### src/rtl/sentinel_rx_pkg.sv
// Shared helpers for the oversampled serial receiver.
// Assumes nothing beyond IEEE 1800-2017 synthesizable subset.
package sentinel_rx_pkg;

    // Two-of-three vote used for mid-bit noise rejection.
    function automatic logic vote3(input logic a, input logic b, input logic c);
        return (a & b) | (a & c) | (b & c);
    endfunction

endpackage

### src/rtl/rx_phase_ctr.sv
// Bit-phase counter. Counts sample ticks within a bit time while a
// reception runs; a restart makes the next tick phase 1 (the restart
// tick itself is phase 0). Assumes restart and run are never both set.
module rx_phase_ctr #(
    parameter int OVERSAMPLE = 16,
    parameter int PH_W       = $clog2(OVERSAMPLE)
) (
    input  logic            clk,
    input  logic            rst_n,
    input  logic            tick,
    input  logic            restart,
    input  logic            run,
    output logic [PH_W-1:0] phase
);
    localparam logic [PH_W-1:0] PH_LAST = PH_W'(OVERSAMPLE - 1);
    localparam logic [PH_W-1:0] PH_ONE  = PH_W'(1);

    // Advance the phase on each tick, wrapping at the end of a bit time.
    always_ff @(posedge clk) begin
        if (!rst_n) begin
            phase <= '0;
        end else if (tick && restart) begin
            phase <= PH_ONE;
        end else if (tick && run) begin
            phase <= (phase == PH_LAST) ? '0 : phase + PH_ONE;
        end
    end
endmodule

### src/rtl/rx_bit_voter.sv
// Mid-bit sampler. Keeps the line value at the first two vote phases
// and, on the tick of the third, presents the majority value with a
// one-cycle strobe. Assumes phase is valid whenever run is high.
module rx_bit_voter
    import sentinel_rx_pkg::*;
#(
    parameter int PH_W       = 4,
    parameter int VOTE_FIRST = 7
) (
    input  logic            clk,
    input  logic            rst_n,
    input  logic            tick,
    input  logic            run,
    input  logic [PH_W-1:0] phase,
    input  logic            rxd,
    output logic            bit_strobe,
    output logic            bit_val
);
    localparam logic [PH_W-1:0] PH_A = PH_W'(VOTE_FIRST);
    localparam logic [PH_W-1:0] PH_B = PH_W'(VOTE_FIRST + 1);
    localparam logic [PH_W-1:0] PH_C = PH_W'(VOTE_FIRST + 2);

    logic samp_a, samp_b;

    // Store the first two votes of the current bit.
    always_ff @(posedge clk) begin
        if (!rst_n) begin
            samp_a <= 1'b1;
            samp_b <= 1'b1;
        end else if (tick && run) begin
            if (phase == PH_A) samp_a <= rxd;
            if (phase == PH_B) samp_b <= rxd;
        end
    end

    // Decide the bit on the third vote tick.
    always_comb begin
        bit_strobe = tick && run && (phase == PH_C);
        bit_val    = vote3(samp_a, samp_b, rxd);
    end
endmodule

### src/rtl/rx_frame_ctl.sv
// Frame assembler. Finds the start edge, holds the busy state and the
// all-ones preset shift register; a voted bit enters at the top of the
// active width and moves down. When the zero start bit sits in bit 0,
// the next voted bit is the last of the frame. Assumes nine_bit is
// stable for the length of a frame.
module rx_frame_ctl #(
    parameter int DATA_W = 8,
    parameter int SR_W   = DATA_W + 2
) (
    input  logic              clk,
    input  logic              rst_n,
    input  logic              tick,
    input  logic              rxd,
    input  logic              nine_bit,
    input  logic              bit_strobe,
    input  logic              bit_val,
    output logic              restart,
    output logic              run,
    output logic              frame_done,
    output logic [DATA_W-1:0] frame_data,
    output logic              frame_extra
);
    logic            prev_rxd;
    logic            busy;
    logic [SR_W-1:0] sr;
    logic [SR_W-1:0] sr_shifted;
    logic            first_bit;
    logic            last_bit;

    // Line history for edge detection, taken once per tick.
    always_ff @(posedge clk) begin
        if (!rst_n)    prev_rxd <= 1'b0;
        else if (tick) prev_rxd <= rxd;
    end

    // Decode start edge, first/last bit and the next shift value.
    always_comb begin
        restart    = tick && !busy && prev_rxd && !rxd;
        run        = busy;
        first_bit  = &sr;
        last_bit   = !sr[0];
        sr_shifted = nine_bit ? {bit_val, sr[SR_W-1:1]}
                              : {1'b1, bit_val, sr[SR_W-2:1]};
        frame_done  = bit_strobe && last_bit;
        frame_data  = sr[DATA_W:1];
        frame_extra = nine_bit ? sr[SR_W-1] : bit_val;
    end

    // Busy state: set by a start edge, cleared by a false start or frame end.
    always_ff @(posedge clk) begin
        if (!rst_n) begin
            busy <= 1'b0;
        end else if (restart) begin
            busy <= 1'b1;
        end else if (bit_strobe && ((first_bit && bit_val) || last_bit)) begin
            busy <= 1'b0;
        end
    end

    // Shift register: preset on a start edge, shifted on each voted bit.
    always_ff @(posedge clk) begin
        if (!rst_n) begin
            sr <= '1;
        end else if (restart) begin
            sr <= '1;
        end else if (bit_strobe && !last_bit && !(first_bit && bit_val)) begin
            sr <= sr_shifted;
        end
    end
endmodule

### src/rtl/rx_hold_regs.sv
// Holding registers and sticky flag. A finished frame is written only
// when the flag is clear and the address filter passes it; a clear
// request loses against a write on the same edge.
module rx_hold_regs #(
    parameter int DATA_W = 8
) (
    input  logic              clk,
    input  logic              rst_n,
    input  logic              frame_done,
    input  logic [DATA_W-1:0] frame_data,
    input  logic              frame_extra,
    input  logic              mp_enable,
    input  logic              rflag_clr,
    output logic [DATA_W-1:0] rx_byte,
    output logic              rx_extra,
    output logic              rx_flag
);
    logic accept;

    // Acceptance rule for a finished frame.
    always_comb begin
        accept = frame_done && !rx_flag && (!mp_enable || frame_extra);
    end

    // Capture an accepted frame.
    always_ff @(posedge clk) begin
        if (!rst_n) begin
            rx_byte  <= '0;
            rx_extra <= 1'b0;
        end else if (accept) begin
            rx_byte  <= frame_data;
            rx_extra <= frame_extra;
        end
    end

    // Sticky flag: set on acceptance, cleared on request.
    always_ff @(posedge clk) begin
        if (!rst_n)         rx_flag <= 1'b0;
        else if (accept)    rx_flag <= 1'b1;
        else if (rflag_clr) rx_flag <= 1'b0;
    end
endmodule

### src/rtl/uart_sentinel_rx.sv
// Top level of the oversampled serial receiver. Wires the phase
// counter, bit voter, frame assembler and holding registers. Assumes
// tick16 is a one-cycle enable at 16x the bit rate and rxd is already
// synchronized to clk.
module uart_sentinel_rx #(
    parameter int DATA_W     = 8,
    parameter int OVERSAMPLE = 16,
    parameter int VOTE_FIRST = 7
) (
    input  logic              clk,
    input  logic              rst_n,
    input  logic              tick16,
    input  logic              rxd,
    input  logic              nine_bit,
    input  logic              mp_enable,
    input  logic              rflag_clr,
    output logic [DATA_W-1:0] rx_byte,
    output logic              rx_extra,
    output logic              rx_flag
);
    localparam int PH_W = $clog2(OVERSAMPLE);
    localparam int SR_W = DATA_W + 2;

    logic              restart, run;
    logic [PH_W-1:0]   phase;
    logic              bit_strobe, bit_val;
    logic              frame_done, frame_extra;
    logic [DATA_W-1:0] frame_data;

    rx_phase_ctr #(.OVERSAMPLE(OVERSAMPLE), .PH_W(PH_W)) u_phase (
        .clk(clk), .rst_n(rst_n), .tick(tick16),
        .restart(restart), .run(run), .phase(phase)
    );

    rx_bit_voter #(.PH_W(PH_W), .VOTE_FIRST(VOTE_FIRST)) u_voter (
        .clk(clk), .rst_n(rst_n), .tick(tick16), .run(run), .phase(phase),
        .rxd(rxd), .bit_strobe(bit_strobe), .bit_val(bit_val)
    );

    rx_frame_ctl #(.DATA_W(DATA_W), .SR_W(SR_W)) u_frame (
        .clk(clk), .rst_n(rst_n), .tick(tick16), .rxd(rxd),
        .nine_bit(nine_bit), .bit_strobe(bit_strobe), .bit_val(bit_val),
        .restart(restart), .run(run), .frame_done(frame_done),
        .frame_data(frame_data), .frame_extra(frame_extra)
    );

    rx_hold_regs #(.DATA_W(DATA_W)) u_hold (
        .clk(clk), .rst_n(rst_n), .frame_done(frame_done),
        .frame_data(frame_data), .frame_extra(frame_extra),
        .mp_enable(mp_enable), .rflag_clr(rflag_clr),
        .rx_byte(rx_byte), .rx_extra(rx_extra), .rx_flag(rx_flag)
    );
endmodule

### config.mk
export PLATFORM = sky130hd
export DESIGN_NAME = uart_sentinel_rx
export DESIGN_NICKNAME = d
export VERILOG_FILES = /design/src/rtl/sentinel_rx_pkg.sv /design/src/rtl/rx_phase_ctr.sv /design/src/rtl/rx_bit_voter.sv /design/src/rtl/rx_frame_ctl.sv /design/src/rtl/rx_hold_regs.sv /design/src/rtl/uart_sentinel_rx.sv
export SDC_FILE = /design/constraint.sdc
export NUM_CORES = 1
export LEC_CHECK = 0
export BUFFER_PORTS_ARGS = -buffer_cell sky130_fd_sc_hd__clkbuf_2
export CAP_MARGIN = 20
export CORE_ASPECT_RATIO = 2
export CORE_MARGIN = 2
export CORE_UTILIZATION = 44
export DETAILED_ROUTE_END_ITERATION = 10
export PLACE_DENSITY_LB_ADDON = 0.25
export SETUP_SLACK_MARGIN = 0.02
export SLEW_MARGIN = 20
export SYNTH_ARGS = -nofsm -noshare
export SYNTH_HDL_FRONTEND = slang
export SYNTH_SLANG_ARGS = --single-unit
export TNS_END_PERCENT = 50
### constraint.sdc
create_clock -name clk -period 1.9 [get_ports clk]
set_input_delay 0.285 -clock clk [delete_from_list [all_inputs] [get_ports clk]]
set_output_delay 0.285 -clock clk [all_outputs]
set_load 0.005 [all_outputs]
# Word level (Yosys, flattened, before mapping)
# Cells that the tools add are included.
[word_totals] regBits=28 inputBits=7 output_inout_bits=10
[classes] addsub=1 eq_ne=4 mux=9 n_bitwise=6 reduce_logical=29
[op_table] cell="$logic_and A1 B1 Y1" n=13
[op_table] cell="$eq A4 B4 Y1 const B" n=3
[op_table] cell="$mux W10" n=1
[op_table] cell="$reduce_and A10 Y1" n=1
[op_table] cell="$mux W1" n=7
[op_table] cell="$logic_not A1 Y1" n=6
[op_table] cell="$reduce_bool A2 Y1" n=3
[op_table] cell="$add A4 B1 Y4 const B" n=1
[op_table] cell="$eq A4 B3 Y1 const B" n=1
[op_table] cell="$mux W4" n=1
[op_table] cell="$reduce_and A2 Y1" n=2
[op_table] cell="$reduce_or A2 Y1" n=2
[op_table] cell="$and A1 B1 Y1" n=3
[op_table] cell="$logic_or A1 B1 Y1" n=2
[op_table] cell="$or A1 B1 Y1" n=2
[op_table] cell="$not A1 Y1" n=1

# Logic depth before layout (Yosys ltp)
# Gate-level depths: netlist of run 1.
[depth] ltp_word=8 mapped_depth=7

# Cells and area by module
# Synthesis of run 1 repeated with hierarchy kept, for this count alone.
[hier_totals] hier_cells=150 hier_area_um2=1331.3
[modules_own_cells] mod="rx_frame_ctl" n_inst=1 cells_per_inst=67 area_per_inst_um2=570.5
[modules_own_cells] mod="rx_hold_regs" n_inst=1 cells_per_inst=45 area_per_inst_um2=422.9
[modules_own_cells] mod="rx_phase_ctr" n_inst=1 cells_per_inst=24 area_per_inst_um2=188.9
[modules_own_cells] mod="rx_bit_voter" n_inst=1 cells_per_inst=14 area_per_inst_um2=148.9

# Worst setup path before layout of run 1
# No wires, ideal clock.
[synth_path] kind="register to register" startpoint="register u_phase.phase[2]" endpoint="register u_frame.sr[1]" setup_time_ns=0.072 t_arrival_ns=1.350 required_time_ns=1.828 setup_slack_ns=0.478 stages_incl_launch_ff=7 period_less_slack_ns=1.422 path_cell_list="dfxtp_1 -> and4b_4 -> and3_4 -> buf_6 -> nor2b_4 -> buf_6 -> mux2i_1"
[synth_between] elab_chain_cells=4
[synth_rtl] item="from (decl)" line_no="rx_phase_ctr.sv:13" source="output logic [PH_W-1:0] phase"
[synth_rtl] item="from (signal assigned)" line_no="rx_phase_ctr.sv:25" source="phase <= (phase == PH_LAST) ? '0 : phase + PH_ONE;"
[synth_rtl] item="$eq A4 B4 Y1" line_no="rx_bit_voter.sv:38" source="bit_strobe = tick && run && (phase == PH_C);"
[synth_rtl] item="$logic_and A1 B1 Y1" line_no="rx_bit_voter.sv:38"
[synth_rtl] item="$logic_and A1 B1 Y1 (2 in series)" line_no="rx_frame_ctl.sv:66" source="end else if (bit_strobe && !last_bit && !(first_bit && bit_val)) begin"
[synth_rtl] item="to (signal assigned)" line_no="rx_frame_ctl.sv:67" source="sr <= sr_shifted;"
[synth_rtl] item="to (decl)" line_no="rx_frame_ctl.sv:25" source="logic [SR_W-1:0] sr;"
# Every way passes these cells.
# A chain may end at the register's enable or synchronous reset.

# Worst setup path in the final report of run 1
[layout_path] startpoint="register u_phase.phase[2]" endpoint="register u_frame.sr[6]"
# The elaborated chain is that of the path after synthesis.

==> qor.yml, run 1 <==
gp_congestion: 0.709
initial_core_util: 0.463
pre_cts_slack_ps: 375
leakage_nw: 0.586
synth_top_area_share: 0.437
combPwrFrac: 0.042
endpoint: "u_frame.sr[6]$_SDFFE_PP1P_"
hp-class: "input pin to flip-flop"
cts_buffers: 3
grt_pass1_vias: 886
drt_pass1_iterations: 3
grt_max_degree: 16
min-delay-start: "rflag_clr"
synth_nets: 147
clk_pin_slew_worst_paths_ps: 90
timing.rr.start: "u_phase.phase[2]$_SDFFE_PP0P_"
ys_warn_count: 0
synth-seq-area-share: 0.437
grt-ovfl-total: 0
netSwitchingPower_w: 0.000201
clock_power_share: 0.360
worstRegToRegCells: 4
internal_power_w: 0.000791
period_share: 0.800
slew_violations: 0
synth_area_leaders: "dfxtp_1 44%, mux2i_1 15%, nand2_1 7.6%, nor2_1 3.5%, ha_1 2.9%"
p_per_area_nw_per_um2: 701
fp-row-count: 27
worstPathArrival_ps: 1720
drc_errors: 0
core_area_um2: 2770
syn_inst: 137
yosys_register_bits: 28
cp_cell_sequence: "and4b_4 -> and3_4 -> nor2b_4 -> mux2i_1"
cts_resized: 0
syn_to_final_growth_pct: 10.4
wl_per_cell_um: 12.9
wirelength_um: 2330
htree_num_levels: 1
ant_nets: 0
finish.utilization: 0.511
avgSynthCellArea_um2: 9.35
fin_tns_setup_ps: 0
drive_above_1_share: 0.204
seq_area_um2: 561
port_buffers: 16
hpwl_um: 1880
crit_slowest_cell: "and4b_4"
pwr-share-seq: 0.597
final_common_cell: "dfxtp_1"
startpoint: "u_phase.phase[2]$_SDFFE_PP0P_"
cts.sinks: 28
path_delay_family: "simple AND/OR/NAND/NOR gates"
synth_cell_types: 34
synth.cell_area_um2: 1280
cp.depth: 4
hold_violations: 0
rsz0062_at_grt: "no"
fin_nets: 163
worstMarginPinSlew_ps: 407
critPathBufInv: 0
vias: 948
cts_setup_buffers: 0
cp_data_required_time_ps: 2100
fillers: 276
critical_path.max_stage_delay_ps: 370
skew_ps: 3.63
io_pins: 17
grtUsageTotal: 0.150
setup_slack_ps: 380
grt_antenna_before_repair: 0
layout_common_cells: "28 x dfxtp_1, 26 x nand2_1, 19 x mux2i_1"
die_h_um: 80.3
cts_root_buf: "clkbuf_8"
postCtsHoldBufs: 0
cts.path.max_buffers: 2
power.total_w: 0.000992
via_per_inst: 5.24
relSlewSlack: 0.729
drt_iter0_markers: 11
p_sw_frac: 0.203
fmax_mhz: 658
yosysTopAreaCell: "dfxtp_1"
die_area_um2: 3390
worst-r2r-setup-slack_ps: 380
grt_pass1_wl_um: 3900
tritoncts: "yes"
cp-end-kind: "flip-flop"
die_w_um: 42.2
fin_crit_ps: 1520
status: "completed"
path_max_fanout: 7
setup.worst_path.start_class: "flip-flop"
drv_cap: 0
irDropWorstVdd_mv: 0.419
setup_viol: 0
r2r-end: "u_frame.sr[6]$_SDFFE_PP1P_"
multiInputGateArea_um2: 657
clock_latency_ps: 270
crit_type: "flip-flop to flip-flop"
diodes: 0
## worst reg2reg max path, delay by kind of cell (launching register included)
kind,cells,cell delay [ps]
flip-flops,1,350
multiplexers,1,220
AND/OR/NAND/NOR,3,890
## area by class of cell
| type | count | area share |
|---|---|---|
| multi-input combinational | 99 | 0.464 |
| sequential | 28 | 0.396 |
| timing repair buffer | 18 | 0.0672 |
| clock buffer | 4 | 0.0389 |
| tap | 29 | 0.0256 |
| inverter | 3 | 0.00796 |
## per-stage QoR
stage	std cells	hold slack, ps	cell area, um2
global route	181	321	1420
finish	181	319	1420
detailed placement	177	451	1360
global placement	177	442	1360
CTS	181	316	1420
floorplan	137	433	1280
## cells in the mapped netlist
master    number
a21boi_1       1
a21oi_1        4
a21oi_2        1
and2_0         1
and2_1         1
and2b_1        1
and3_2         1
and3_4         1
and4b_2        1
and4b_4        1
and4bb_2       1
buf_4          1
buf_6          3
clkbuf_1       3
dfxtp_1       28
ha_1           3
inv_1          3
mux2i_1       19
nand2_1       26
nand2b_1       1
nand3_1        6
nand4_1        2
nor2_1        12
nor2b_1        2
nor2b_4        1
nor4_2         1
o211a_1        1
o211ai_1       2
o21a_1         1
o21ai_0        4
o311a_1        1
o31a_1         1
or2_2          1
xor2_1         1
## worst min-delay path by stage
stage	depth (start not counted)	slack [ps]	endpoint
floorplan	2	430	u_voter.samp_a$_SDFFE_PN1P_
global placement	2	440	u_hold.rx_byte[7]$_SDFFE_PN0P_
detailed placement	2	450	u_hold.rx_byte[2]$_SDFFE_PN0P_
CTS	3	320	u_hold.rx_flag$_SDFFE_PN0P_
global route	3	320	u_hold.rx_flag$_SDFFE_PN0P_
finish	3	320	u_hold.rx_flag$_SDFFE_PN0P_
## cell families after synthesis
| family | share of synthesized area |
|---|---|
| fa+ha+maj | 0.0293 |
| mux | 0.148 |
| buf+inv | 0.0498 |
| flops | 0.438 |
| simple gates | 0.244 |
| compound gates | 0.0840 |
| xor+xnor | 0.00684 |
## registers in the layout, summed over array words and instances, names as in the netlist
register	count
u_frame.prev_rxd	1
u_frame.run	1
u_frame.sr	10
u_hold.rx_byte	8
u_hold.rx_extra	1
u_hold.rx_flag	1
u_phase.phase	4
u_voter.samp_a	1
u_voter.samp_b	1
## routing by layer
layer  GRT usage  routed length (um)  vias to the layer above
li1            -                   -                      497
met1       0.159                 923                      436
met2       0.291                1320                       11
met3      0.0135                  44                        4
met4      0.0656                  40                        0
met5           0                   0                        -
## power groups by stage
stage                     Clock (W)  Combinational, W  Sequential, W
after CTS                  0.000366         0.0000427       0.000592
after floorplan                   0         0.0000291       0.000605
final                      0.000358         0.0000422       0.000592
after global routing       0.000391         0.0000478       0.000593
after global placement            0         0.0000419       0.000606
after detailed placement          0         0.0000426       0.000606
Note: power is estimated with default switching activity, not from simulation.
==> run 2, diff against run 1 <==
==> constraint.sdc (replaced) <==
create_clock -name clk -period 1.55 [get_ports clk]
set_input_delay 0.2325 -clock clk [delete_from_list [all_inputs] [get_ports clk]]
set_output_delay 0.2325 -clock clk [all_outputs]
set_load 0.005 [all_outputs]
==> run 2 against run 1 <==
Total power increased by 23%. Register-to-register slack got worse by 300 ps. Count of clock-buffer cells in the layout stayed put. Hold slack got worse by 71 ps. Combinational power increased by 36%. Global-route usage increased by 0.48 points. First-iteration DRC count increased by 64%. Clock skew shrank 1.5 ps. Routed wire length increased by 4.3%. Die area did not move. Critical endpoint is now u_frame.sr[7]$_SDFFE_PP1P_. Largest cell class unchanged. Largest power group unchanged.
==> qor.yml, run 2 (same netlist as run 1, synthesis figures left out) <==
core_area_um2: 2770  # unchanged
cp-end-kind: "flip-flop"
diodes: 0  # unchanged
drt_iter0_markers: 18  # +7
cts.path.max_buffers: 2  # unchanged
path_max_fanout: 7  # unchanged
fillers: 264  # -4.3%
hold_violations: 0  # unchanged
worstPathArrival_ps: 1670  # -50 ps
fmax_mhz: 681  # +3.6%
status: "completed"
worstMarginPinSlew_ps: 379  # -27.8 ps
initial_core_util: 0.463  # unchanged
grt_pass1_vias: 925  # +4.4%
die_w_um: 42.2  # unchanged
gp_congestion: 0.769  # +8.5%
postCtsHoldBufs: 0  # unchanged
die_h_um: 80.3  # unchanged
ant_nets: 0  # unchanged
skew_ps: 2.13  # -1.50 ps
grt-ovfl-total: 0  # unchanged
grtUsageTotal: 0.155  # +0.00481
via_per_inst: 5.31  # +1.4%
hpwl_um: 1850  # -1.3%
cp_data_required_time_ps: 1750  # -350 ps
seq_area_um2: 563  # +0.45%
p_per_area_nw_per_um2: 835  # +19%
irDropWorstVdd_mv: 0.548  # +31%
htree_num_levels: 1  # unchanged
crit_type: "flip-flop to flip-flop"
syn_to_final_growth_pct: 14.4
leakage_nw: 0.606  # +3.5%
clk_pin_slew_worst_paths_ps: 90  # about the same
die_area_um2: 3390  # unchanged
top_regs: "u_frame.sr (10), u_hold.rx_byte (8), u_phase.phase (4)"
drive_above_1_share: 0.263  # +0.0589
fin_nets: 167  # +2.5%
drt_pass1_iterations: 3  # unchanged
wl_per_cell_um: 13.1  # +2.0%
setup_viol: 0  # unchanged
vias: 983  # +3.7%
multiInputGateArea_um2: 671  # +2.1%
port_buffers: 16  # unchanged
layout_common_cells: "26 x nand2_1, 26 x dfxtp_1, 19 x mux2i_1"
drv_cap: 0  # unchanged
period_share: 0.947  # +0.147
slew_violations: 0  # unchanged
fin_crit_ps: 1470  # -52.2 ps
cts.sinks: 28  # unchanged
relSlewSlack: 0.745  # +0.0164
fin_tns_setup_ps: 0  # unchanged
grt_max_degree: 19  # +3
tritoncts: "yes"
wirelength_um: 2430  # +4.3%
clock_latency_ps: 270  # about the same
regMostFlops: "u_frame.sr"
grt_pass1_wl_um: 4060  # +4.1%
grt_antenna_before_repair: 0  # unchanged
setup.worst_path.start_class: "flip-flop"
power.total_w: 0.00122  # +23%
hp-class: "input pin to flip-flop"
io_pins: 17  # unchanged
rsz0062_at_grt: "yes"
drc_errors: 0  # unchanged
fp-row-count: 27  # unchanged
cts_buffers: 3  # unchanged
largest_reg_flops: 10  # unchanged
cts_root_buf: "clkbuf_8"
==> run 2: final timing paths <==
path | cells past startpoint | endpoint | slack (ps) | start
setup / recovery | 4 | u_frame.sr[7]$_SDFFE_PP1P_ | 80 | u_phase.phase[2]$_SDFFE_PP0P_
hold / removal | 2 | u_voter.samp_a$_SDFFE_PN1P_ | 250 | rst_n
hold reg to reg | 2 | u_hold.rx_byte[3]$_SDFFE_PN0P_ | 460 | u_hold.rx_byte[3]$_SDFFE_PN0P_
setup reg to reg | 4 | u_frame.sr[7]$_SDFFE_PP1P_ | 80 | u_phase.phase[2]$_SDFFE_PP0P_
==> run 2: repair_timing <==
item,4_1_cts,5_1_grt
buffers inserted,0,2
resized for setup,0,11
endpoints found under the setup margin,0,15
==> run 2: power breakdown <==
group	internal [W]	switching, W	leakage [nW]
Sequential	0.000722	0.00000221	0.226
Combinational	0.0000229	0.0000343	0.351
Clock	0.000227	0.000215	0.0288
Total	0.000972	0.000251	0.606
==> run 2: worst max-delay path: stages (launching register included) <==
cell and delay, ps:
dfxtp_2 350, and4b_4 360, and3_4 200, nor2b_4 280
mux2i_1 220
==> run 2: per-stage QoR <==
stage,hold slack (ps),setup slack (ps),utilization,instance area [um2],instances
global placement,441,104,0.494,1370,178
detailed placement,446,44.2,0.494,1370,178
CTS,241,20.3,0.514,1420,182
floorplan,380,128,-,1280,137
global route,268,-0.991,0.529,1470,185
finish,248,81.7,0.529,1470,185
==> run 2: final cells by class <==
class / count / share of cell area
clock buffers: 4 / 0.0376
inverters: 3 / 0.00769
multi-input cells: 99 / 0.458
flip-flops and latches: 28 / 0.384
well taps: 29 / 0.0248
repair buffers: 22 / 0.0880
==> run 2: per-layer routing <==
metal | wire [um] | vias to the layer above | track usage | share of wire
met5 | 0 | - | 0 | 0
met1 | 922 | 464 | 0.164 | 0.38
li1 | - | 502 | - | -
met2 | 1430 | 12 | 0.302 | 0.59
met4 | 38 | 0 | 0.0563 | 0.016
met3 | 43 | 5 | 0.0202 | 0.018
